$ cat config.mk
export PLATFORM = sky130hd
export DESIGN_NAME = coh_adder_tree
export DESIGN_NICKNAME = d
export VERILOG_FILES = /design/src/rtl/coh_sum_pkg.sv /design/src/rtl/coh_lane_gate.sv /design/src/rtl/coh_sum_stage.sv /design/src/rtl/coh_adder_tree.sv
export SDC_FILE = /design/constraint.sdc
export NUM_CORES = 2
export LEC_CHECK = 0
export BUFFER_PORTS_ARGS = -buffer_cell sky130_fd_sc_hd__clkbuf_2
export CORE_UTILIZATION = 30
export DETAILED_ROUTE_END_ITERATION = 8
export PLACE_DENSITY = 0.55
export SLEW_MARGIN = 20
export SYNTH_ARGS = -nofsm -noshare
export SYNTH_HDL_FRONTEND = slang
export SYNTH_HIERARCHICAL = 1
export SYNTH_SLANG_ARGS = --single-unit
$ cat constraint.sdc
create_clock -name clk -period 4.8 [get_ports clk]
set_input_delay 0.48 -clock clk [delete_from_list [all_inputs] [get_ports clk]]
set_output_delay 0.48 -clock clk [all_outputs]
set_load 0.01 [all_outputs]
$ cat src/rtl/coh_sum_pkg.sv
package coh_sum_pkg;

    localparam int SAMPLE_W  = 12;
    localparam int MAX_LANES = 40;
    localparam int ACC_W     = SAMPLE_W + $clog2(MAX_LANES);

    typedef struct packed {
        logic signed [ACC_W-1:0] i;
        logic signed [ACC_W-1:0] q;
    } iq_acc_t;

endpackage

$ cat src/rtl/coh_lane_gate.sv
module coh_lane_gate
    import coh_sum_pkg::*;
#(
    parameter int N_LANES = 40,
    parameter int CNT_W   = 6
) (
    input  logic [CNT_W-1:0]            pulse_count,
    input  logic [N_LANES*SAMPLE_W-1:0] raw_i,
    input  logic [N_LANES*SAMPLE_W-1:0] raw_q,
    output iq_acc_t                     lane_o [N_LANES]
);

    localparam int EXT_W = ACC_W - SAMPLE_W;

    for (genvar k = 0; k < N_LANES; k++) begin : g_lane
        logic [SAMPLE_W-1:0] si, sq;
        logic                enabled;

        assign si      = raw_i[k*SAMPLE_W +: SAMPLE_W];
        assign sq      = raw_q[k*SAMPLE_W +: SAMPLE_W];
        assign enabled = (k < int'(pulse_count));

        always_comb begin
            if (enabled) begin
                lane_o[k].i = {{EXT_W{si[SAMPLE_W-1]}}, si};
                lane_o[k].q = {{EXT_W{sq[SAMPLE_W-1]}}, sq};
            end else begin
                lane_o[k] = '0;
            end
        end
    end

endmodule

$ cat src/rtl/coh_sum_stage.sv
module coh_sum_stage
    import coh_sum_pkg::*;
#(
    parameter int N_IN  = 40,
    parameter int GRP   = 6,
    parameter int N_OUT = (N_IN + GRP - 1) / GRP
) (
    input  logic    clk,
    input  logic    rst_n,
    input  iq_acc_t in_v  [N_IN],
    output iq_acc_t out_v [N_OUT]
);

    iq_acc_t sum_d [N_OUT];
    iq_acc_t sum_q [N_OUT];

    always_comb begin
        for (int g = 0; g < N_OUT; g++) begin
            sum_d[g] = '0;
            for (int m = 0; m < GRP; m++) begin
                if (g*GRP + m < N_IN) begin
                    sum_d[g].i = sum_d[g].i + in_v[g*GRP + m].i;
                    sum_d[g].q = sum_d[g].q + in_v[g*GRP + m].q;
                end
            end
        end
    end

    always_ff @(posedge clk or negedge rst_n) begin
        if (!rst_n) begin
            for (int g = 0; g < N_OUT; g++) sum_q[g] <= '0;
        end else begin
            for (int g = 0; g < N_OUT; g++) sum_q[g] <= sum_d[g];
        end
    end

    assign out_v = sum_q;

    logic in_all_zero, out_all_zero;
    always_comb begin
        in_all_zero = 1'b1;
        for (int n = 0; n < N_IN; n++)
            if (in_v[n] != '0) in_all_zero = 1'b0;
        out_all_zero = 1'b1;
        for (int g = 0; g < N_OUT; g++)
            if (out_v[g] != '0) out_all_zero = 1'b0;
    end

    // a level fed only zeros presents zeros one cycle later
    p_zero_prop_r1: assert property (@(posedge clk) disable iff (!rst_n)
        in_all_zero |=> out_all_zero);

endmodule

$ cat src/rtl/coh_adder_tree.sv
module coh_adder_tree
    import coh_sum_pkg::*;
#(
    parameter int NUM_LANES = 40,
    parameter int CNT_W     = 6,
    parameter int GRP_A     = 6,
    parameter int GRP_B     = 4
) (
    input  logic                          clk,
    input  logic                          rst_n,
    input  logic                          in_valid,
    input  logic [CNT_W-1:0]              pulse_count,
    input  logic [NUM_LANES*SAMPLE_W-1:0] in_i,
    input  logic [NUM_LANES*SAMPLE_W-1:0] in_q,
    output logic                          out_valid,
    output logic signed [ACC_W-1:0]       out_i,
    output logic signed [ACC_W-1:0]       out_q
);

    localparam int N_L1  = (NUM_LANES + GRP_A - 1) / GRP_A;
    localparam int N_L2  = (N_L1 + GRP_B - 1) / GRP_B;
    localparam int LAT   = 3;
    localparam int LIM_P = NUM_LANES * (2**(SAMPLE_W-1) - 1);
    localparam int LIM_N = -NUM_LANES * (2**(SAMPLE_W-1));

    typedef struct packed {
        logic [LAT-1:0] vld_sr;
    } ctl_t;

    ctl_t ctl_d, ctl_q;

    iq_acc_t lanes  [NUM_LANES];
    iq_acc_t lvl1   [N_L1];
    iq_acc_t lvl2   [N_L2];
    iq_acc_t lvl3   [1];

    coh_lane_gate #(.N_LANES(NUM_LANES), .CNT_W(CNT_W)) u_gate (
        .pulse_count (pulse_count),
        .raw_i       (in_i),
        .raw_q       (in_q),
        .lane_o      (lanes)
    );

    coh_sum_stage #(.N_IN(NUM_LANES), .GRP(GRP_A), .N_OUT(N_L1)) u_lvl1 (
        .clk (clk), .rst_n (rst_n), .in_v (lanes), .out_v (lvl1)
    );

    coh_sum_stage #(.N_IN(N_L1), .GRP(GRP_B), .N_OUT(N_L2)) u_lvl2 (
        .clk (clk), .rst_n (rst_n), .in_v (lvl1), .out_v (lvl2)
    );

    coh_sum_stage #(.N_IN(N_L2), .GRP(N_L2), .N_OUT(1)) u_lvl3 (
        .clk (clk), .rst_n (rst_n), .in_v (lvl2), .out_v (lvl3)
    );

    always_comb begin
        ctl_d = ctl_q;
        ctl_d.vld_sr = {ctl_q.vld_sr[LAT-2:0], in_valid};
    end

    always_ff @(posedge clk or negedge rst_n) begin
        if (!rst_n) ctl_q <= '0;
        else        ctl_q <= ctl_d;
    end

    assign out_valid = ctl_q.vld_sr[LAT-1];
    assign out_i     = lvl3[0].i;
    assign out_q     = lvl3[0].q;

    // a valid result always traces back to a valid input three cycles before
    p_valid_lat_r5: assert property (@(posedge clk) disable iff (!rst_n)
        out_valid |-> $past(in_valid, 3));

    // a valid input produces a valid result three cycles later
    p_valid_fwd_r5: assert property (@(posedge clk) disable iff (!rst_n)
        in_valid |=> ##2 out_valid);

    // a zero pulse count held for three cycles gives a zero sum
    p_count_zero_r3: assert property (@(posedge clk) disable iff (!rst_n)
        ($past(pulse_count, 3) == '0 && $past(pulse_count, 2) == '0 &&
         $past(pulse_count, 1) == '0) |-> (out_i == '0 && out_q == '0));

    // the final sums stay inside the reachable range
    p_no_overflow_r7: assert property (@(posedge clk) disable iff (!rst_n)
        (int'(out_i) <= LIM_P && int'(out_i) >= LIM_N &&
         int'(out_q) <= LIM_P && int'(out_q) >= LIM_N));

endmodule

# Word level (Yosys, flattened, before mapping)
# Index checks and enable logic that the tools add are counted.
# W data, S select, Z words.
# op_classes
add_sub_neg	78
n_lt_le_gt_ge	40
mux	40
# ops
operator	count
$mux W36	40
$add A18 B18 Y18	78
$lt A5 B6 Y1 const A	16
$lt A4 B6 Y1 const A	8
$lt A6 B6 Y1 const A	8
$lt A3 B6 Y1 const A	4
$lt A1 B6 Y1 const A	2
$lt A2 B6 Y1 const A	2
# word_totals
ff_bits	363
inputBits	969
out_inout_bits	37
elab_cells	179

# Logic depth before layout (Yosys ltp)
# depth
depth_word	7
ltp_mapped	23
ltp_nobuf	19

# Cells and area by module
# Netlist, hierarchy kept.
# modules_own_cells
mod	instances	cells_each	area_per_inst_um2	seq_area_each_um2
coh_sum_stage (u_lvl1)	1	4374	41038.1	6306.0
coh_lane_gate	1	1777	12344.3	0.0
coh_sum_stage (u_lvl2)	1	797	7790.0	1801.7
coh_sum_stage (u_lvl3)	1	274	2620.0	900.9
coh_adder_tree	1	3	75.1	75.1

# Worst setup path after synthesis
# No wires, ideal clock.
# synth_timing
path_type	input to register
start	input port pulse_count[1]
end	register u_lvl1/out_v[106] (netlist name)
setup_ns	0.069
t_arrival_ns	4.953
required_ns	4.731
setup_slack_ns	-0.221
stages	17
n_path_buf	3
path_cell_list	buf_4 buf_6 a211oi_2 buf_2 nor3b_1 fa_1 fa_1 inv_1 fa_1 inv_1 ha_1 a21o_1 or3_1 o221a_4 a221o_1 or4_1 nand3_1
# synth_lines
element	line	text
start: declaration	coh_adder_tree.sv:12	input logic [CNT_W-1:0] pulse_count,

==> run metrics <==
status=complete, no violations; final setup violating endpoints=0; worst vdd ir=0.719 mV; wire length per cell=21.0 um; maximum root-to-sink buffer count=3; minimum clock period=4700 ps; gr usage total=between 20 and 25%; sequential cell area fraction in the yosys report=14.2%; IO Count=about 1000; crit-path cells=buf_4, buf_4, inv_1, buf_4, buf_4, a21oi_1, buf_4, inv_1, fa_1, inv_1, fa_1, fa_1, ha_1, buf_4, nor2b_1, a31oi_1, a31oi_4, o311ai_0; cell mode on critical path=buf_4; H-tree depth=2; DIE WIDTH=463 um; Syn Nets=between 9000 and 10000; gp weighted congestion=0.954; Worst R2R Path Depth=10; Layout Area Growth over Synthesis=21.4%; standard-cell rows=169; share of layout cells above drive strength 1=24.7%; CTS tree=done; Synth top area share=30.7%; R2R Path Start=u_lvl1/out_v[199]; Clock Skew=17.7 ps; Synth async-reset ratio=100%; Setup crit end kind=register; CP max FO=25; worst endpoint required time=5240 ps; Antenna Violating Nets Remaining=0; Layout Utilization=36.6%; Layout Cells excl Fill=11409; Synth area leader=fa_1; Clock Tree Root=clkbuf_16; sequential cell area=roughly 9100 um^2; ys flop type=dfrtp_1; Clock Latency Late Sink=between 600 and 700 ps; die area=roughly 210000 um^2; Synth Register Bits=approximately 360; Slew headroom=a little under two fifths; DR iter-0 viols=2621; Multi-input gate area=~42000 um^2; WHS Path Cells=3; number of clock sinks=about 360; worst-margin pin slew=938 ps; maxcap violations=0; Max Slew Vio Count=0; starting density of the core=around 30%; largest cells by area after synthesis=fa_1, dfrtp_1, inv_1, ha_1, buf_4; synthesized instance count=7225; core box area=around 210000 um^2; nets=10801; detailed placement HPWL=214000 um; Critical Path AT=5140 ps; Pleak=41.1 nW; die height=463 um; most numerous cell in the Yosys netlist=inv_1; Mapped Area=63900 um^2; most instantiated cells after synthesis=inv_1, fa_1, buf_4; Routed WL=240000 um; DRT Pass-1 Iters=5; first-pass GRT wire length=between 300000 and 400000 um; crit start category=primary input; RSZ-0062 raised after global routing=true; Min-Delay Path Class=primary input to register; final period utilization=97.9%; vias in the first global route=around 55000; distinct cell type count after synthesis=106; f_max=213 MHz; CTS Buf Count=51; CP Class=primary input to register; initial antenna violation count=64; total grt overflow=0; largest net degree at the start of global routing=108; RR Endpoint=u_lvl2/out_v[71]; EDFF count, synth=0; Hold Path Origin=in_q[432]; Final Total Pwr=59.1 mW; pwr dens=762 nW/um^2; Placed Cells=11284; Port Buffers=1005; reg2reg setup slack=1200 ps; Reg clk slew, reported paths=roughly 60 ps; Crit path largest cell delay=540 ps; YS warnings=6; Syn Area/Cell=8.84 um^2; slowest CP cell=fa_1; # fillers=21988; Vias=50802; Min-Delay Endpoint=u_lvl1/out_v[0]; final hold violation count=0; DR vias/cell=4.45; # DRC=0
per-stage QoR:
stage / worst slack (ps) / instance area [um^2] / TNS, ps / hold WS [ps]
final: 103 / 77600 / 0 / 343
after global routing: -44.4 / 77500 / -44.4 / 330
after detailed placement: -724 / 75500 / -42810 / 337
after floorplan: -9.88 / 63900 / -12.0 / 184
after CTS: 10.8 / 77300 / 0 / 299
after global placement: -667 / 75500 / -40050 / 338
worst max-delay path by stage:
stage                               from                 to  slack (ps)  cells after the start
after CTS                 pulse_count[2]  u_lvl1/out_v[143]          10                     19
after global routing      pulse_count[3]  u_lvl1/out_v[179]         -40                     20
final                     pulse_count[0]   u_lvl1/out_v[52]         100                     18
after global placement    pulse_count[4]  u_lvl1/out_v[159]        -670                     20
after floorplan           pulse_count[0]   u_lvl1/out_v[70]         -10                     20
after detailed placement  pulse_count[5]   u_lvl1/out_v[17]        -720                     15
power by group:
group | switching [mW] | internal (mW) | total (mW)
Sequential | 1.07 | 5.37 | 6.44
Clock | 1.55 | 2.41 | 3.96
Combinational | 26.7 | 22.0 | 48.7
Total | 29.3 | 29.8 | 59.1
final cells by class:
type,count,area share [%]
Clock inverter,27,0.386
Tap cell,2821,4.55
Antenna cell,19,0.0613
Timing Repair Buffer,1917,16.5
Multi-Input combinational cell,4021,54.4
Sequential cell,363,11.7
Clock buffer,67,1.88
Inverter,2174,10.5
per-layer routing:
layer | GRT usage (%) | routed length, um | vias up
li1 | - | - | 23868
met1 | 29.0 | 104000 | 25410
met2 | 38.7 | 118000 | 1261
met3 | 2.45 | 10300 | 251
met4 | 6.33 | 7200 | 12
met5 | 0 | 70 | -
worst max-delay path: cells and delay by family:
family,cells,cell delay (ps)
compound gates,4,1170
fa+ha+maj,4,1820
buf+inv,9,1510
simple gates,1,130
flip-flops by register name (all words and copies together), names as in the netlist:
signal / flops
u_lvl1/out_v: 252
ctl_q: 3
u_lvl3/out_v: 36
u_lvl2/out_v: 72
kinds of logic after synthesis:
kind of cell / Yosys count / share of synthesized area [%]
buf+inv: 2841 / 20.0
mux: 10 / 0.163
flops: 363 / 14.2
simple gates: 1063 / 9.33
compound gates: 1267 / 14.1
fa+ha+maj: 1304 / 37.0
xor+xnor: 377 / 5.17
cell usage in the layout (no fill, tap or decap), types with 16 or more instances in the layout:
cell type	n
xnor2_1	301
and2_1	119
xor2_1	75
o21ai_1	16
dfrtp_1	363
ha_1	326
clkbuf_16	53
o211ai_1	25
and2b_1	18
a21o_1	90
nand3_1	39
and2_4	21
nor2b_1	212
o21bai_1	22
a21boi_0	384
nor3b_1	72
a21boi_1	79
nand2b_1	31
buf_4	841
nor2_1	141
fa_1	976
clkbuf_2	998
o21a_1	58
diode_2	19
o21ai_0	157
buf_12	68
inv_1	2173
and3_1	71
a21oi_1	215
a211oi_1	35
nand2_1	217
nor3_1	40
a31oi_1	27
repair_timing:
action	in CTS	in global routing
setup endpoints to repair	2	40
endpoints found under the hold margin	86	0
buffers inserted	0	10
pin swaps	0	12
resized for setup	3	37
hold buffers	2	0
Power figures use the tool's default switching activity.
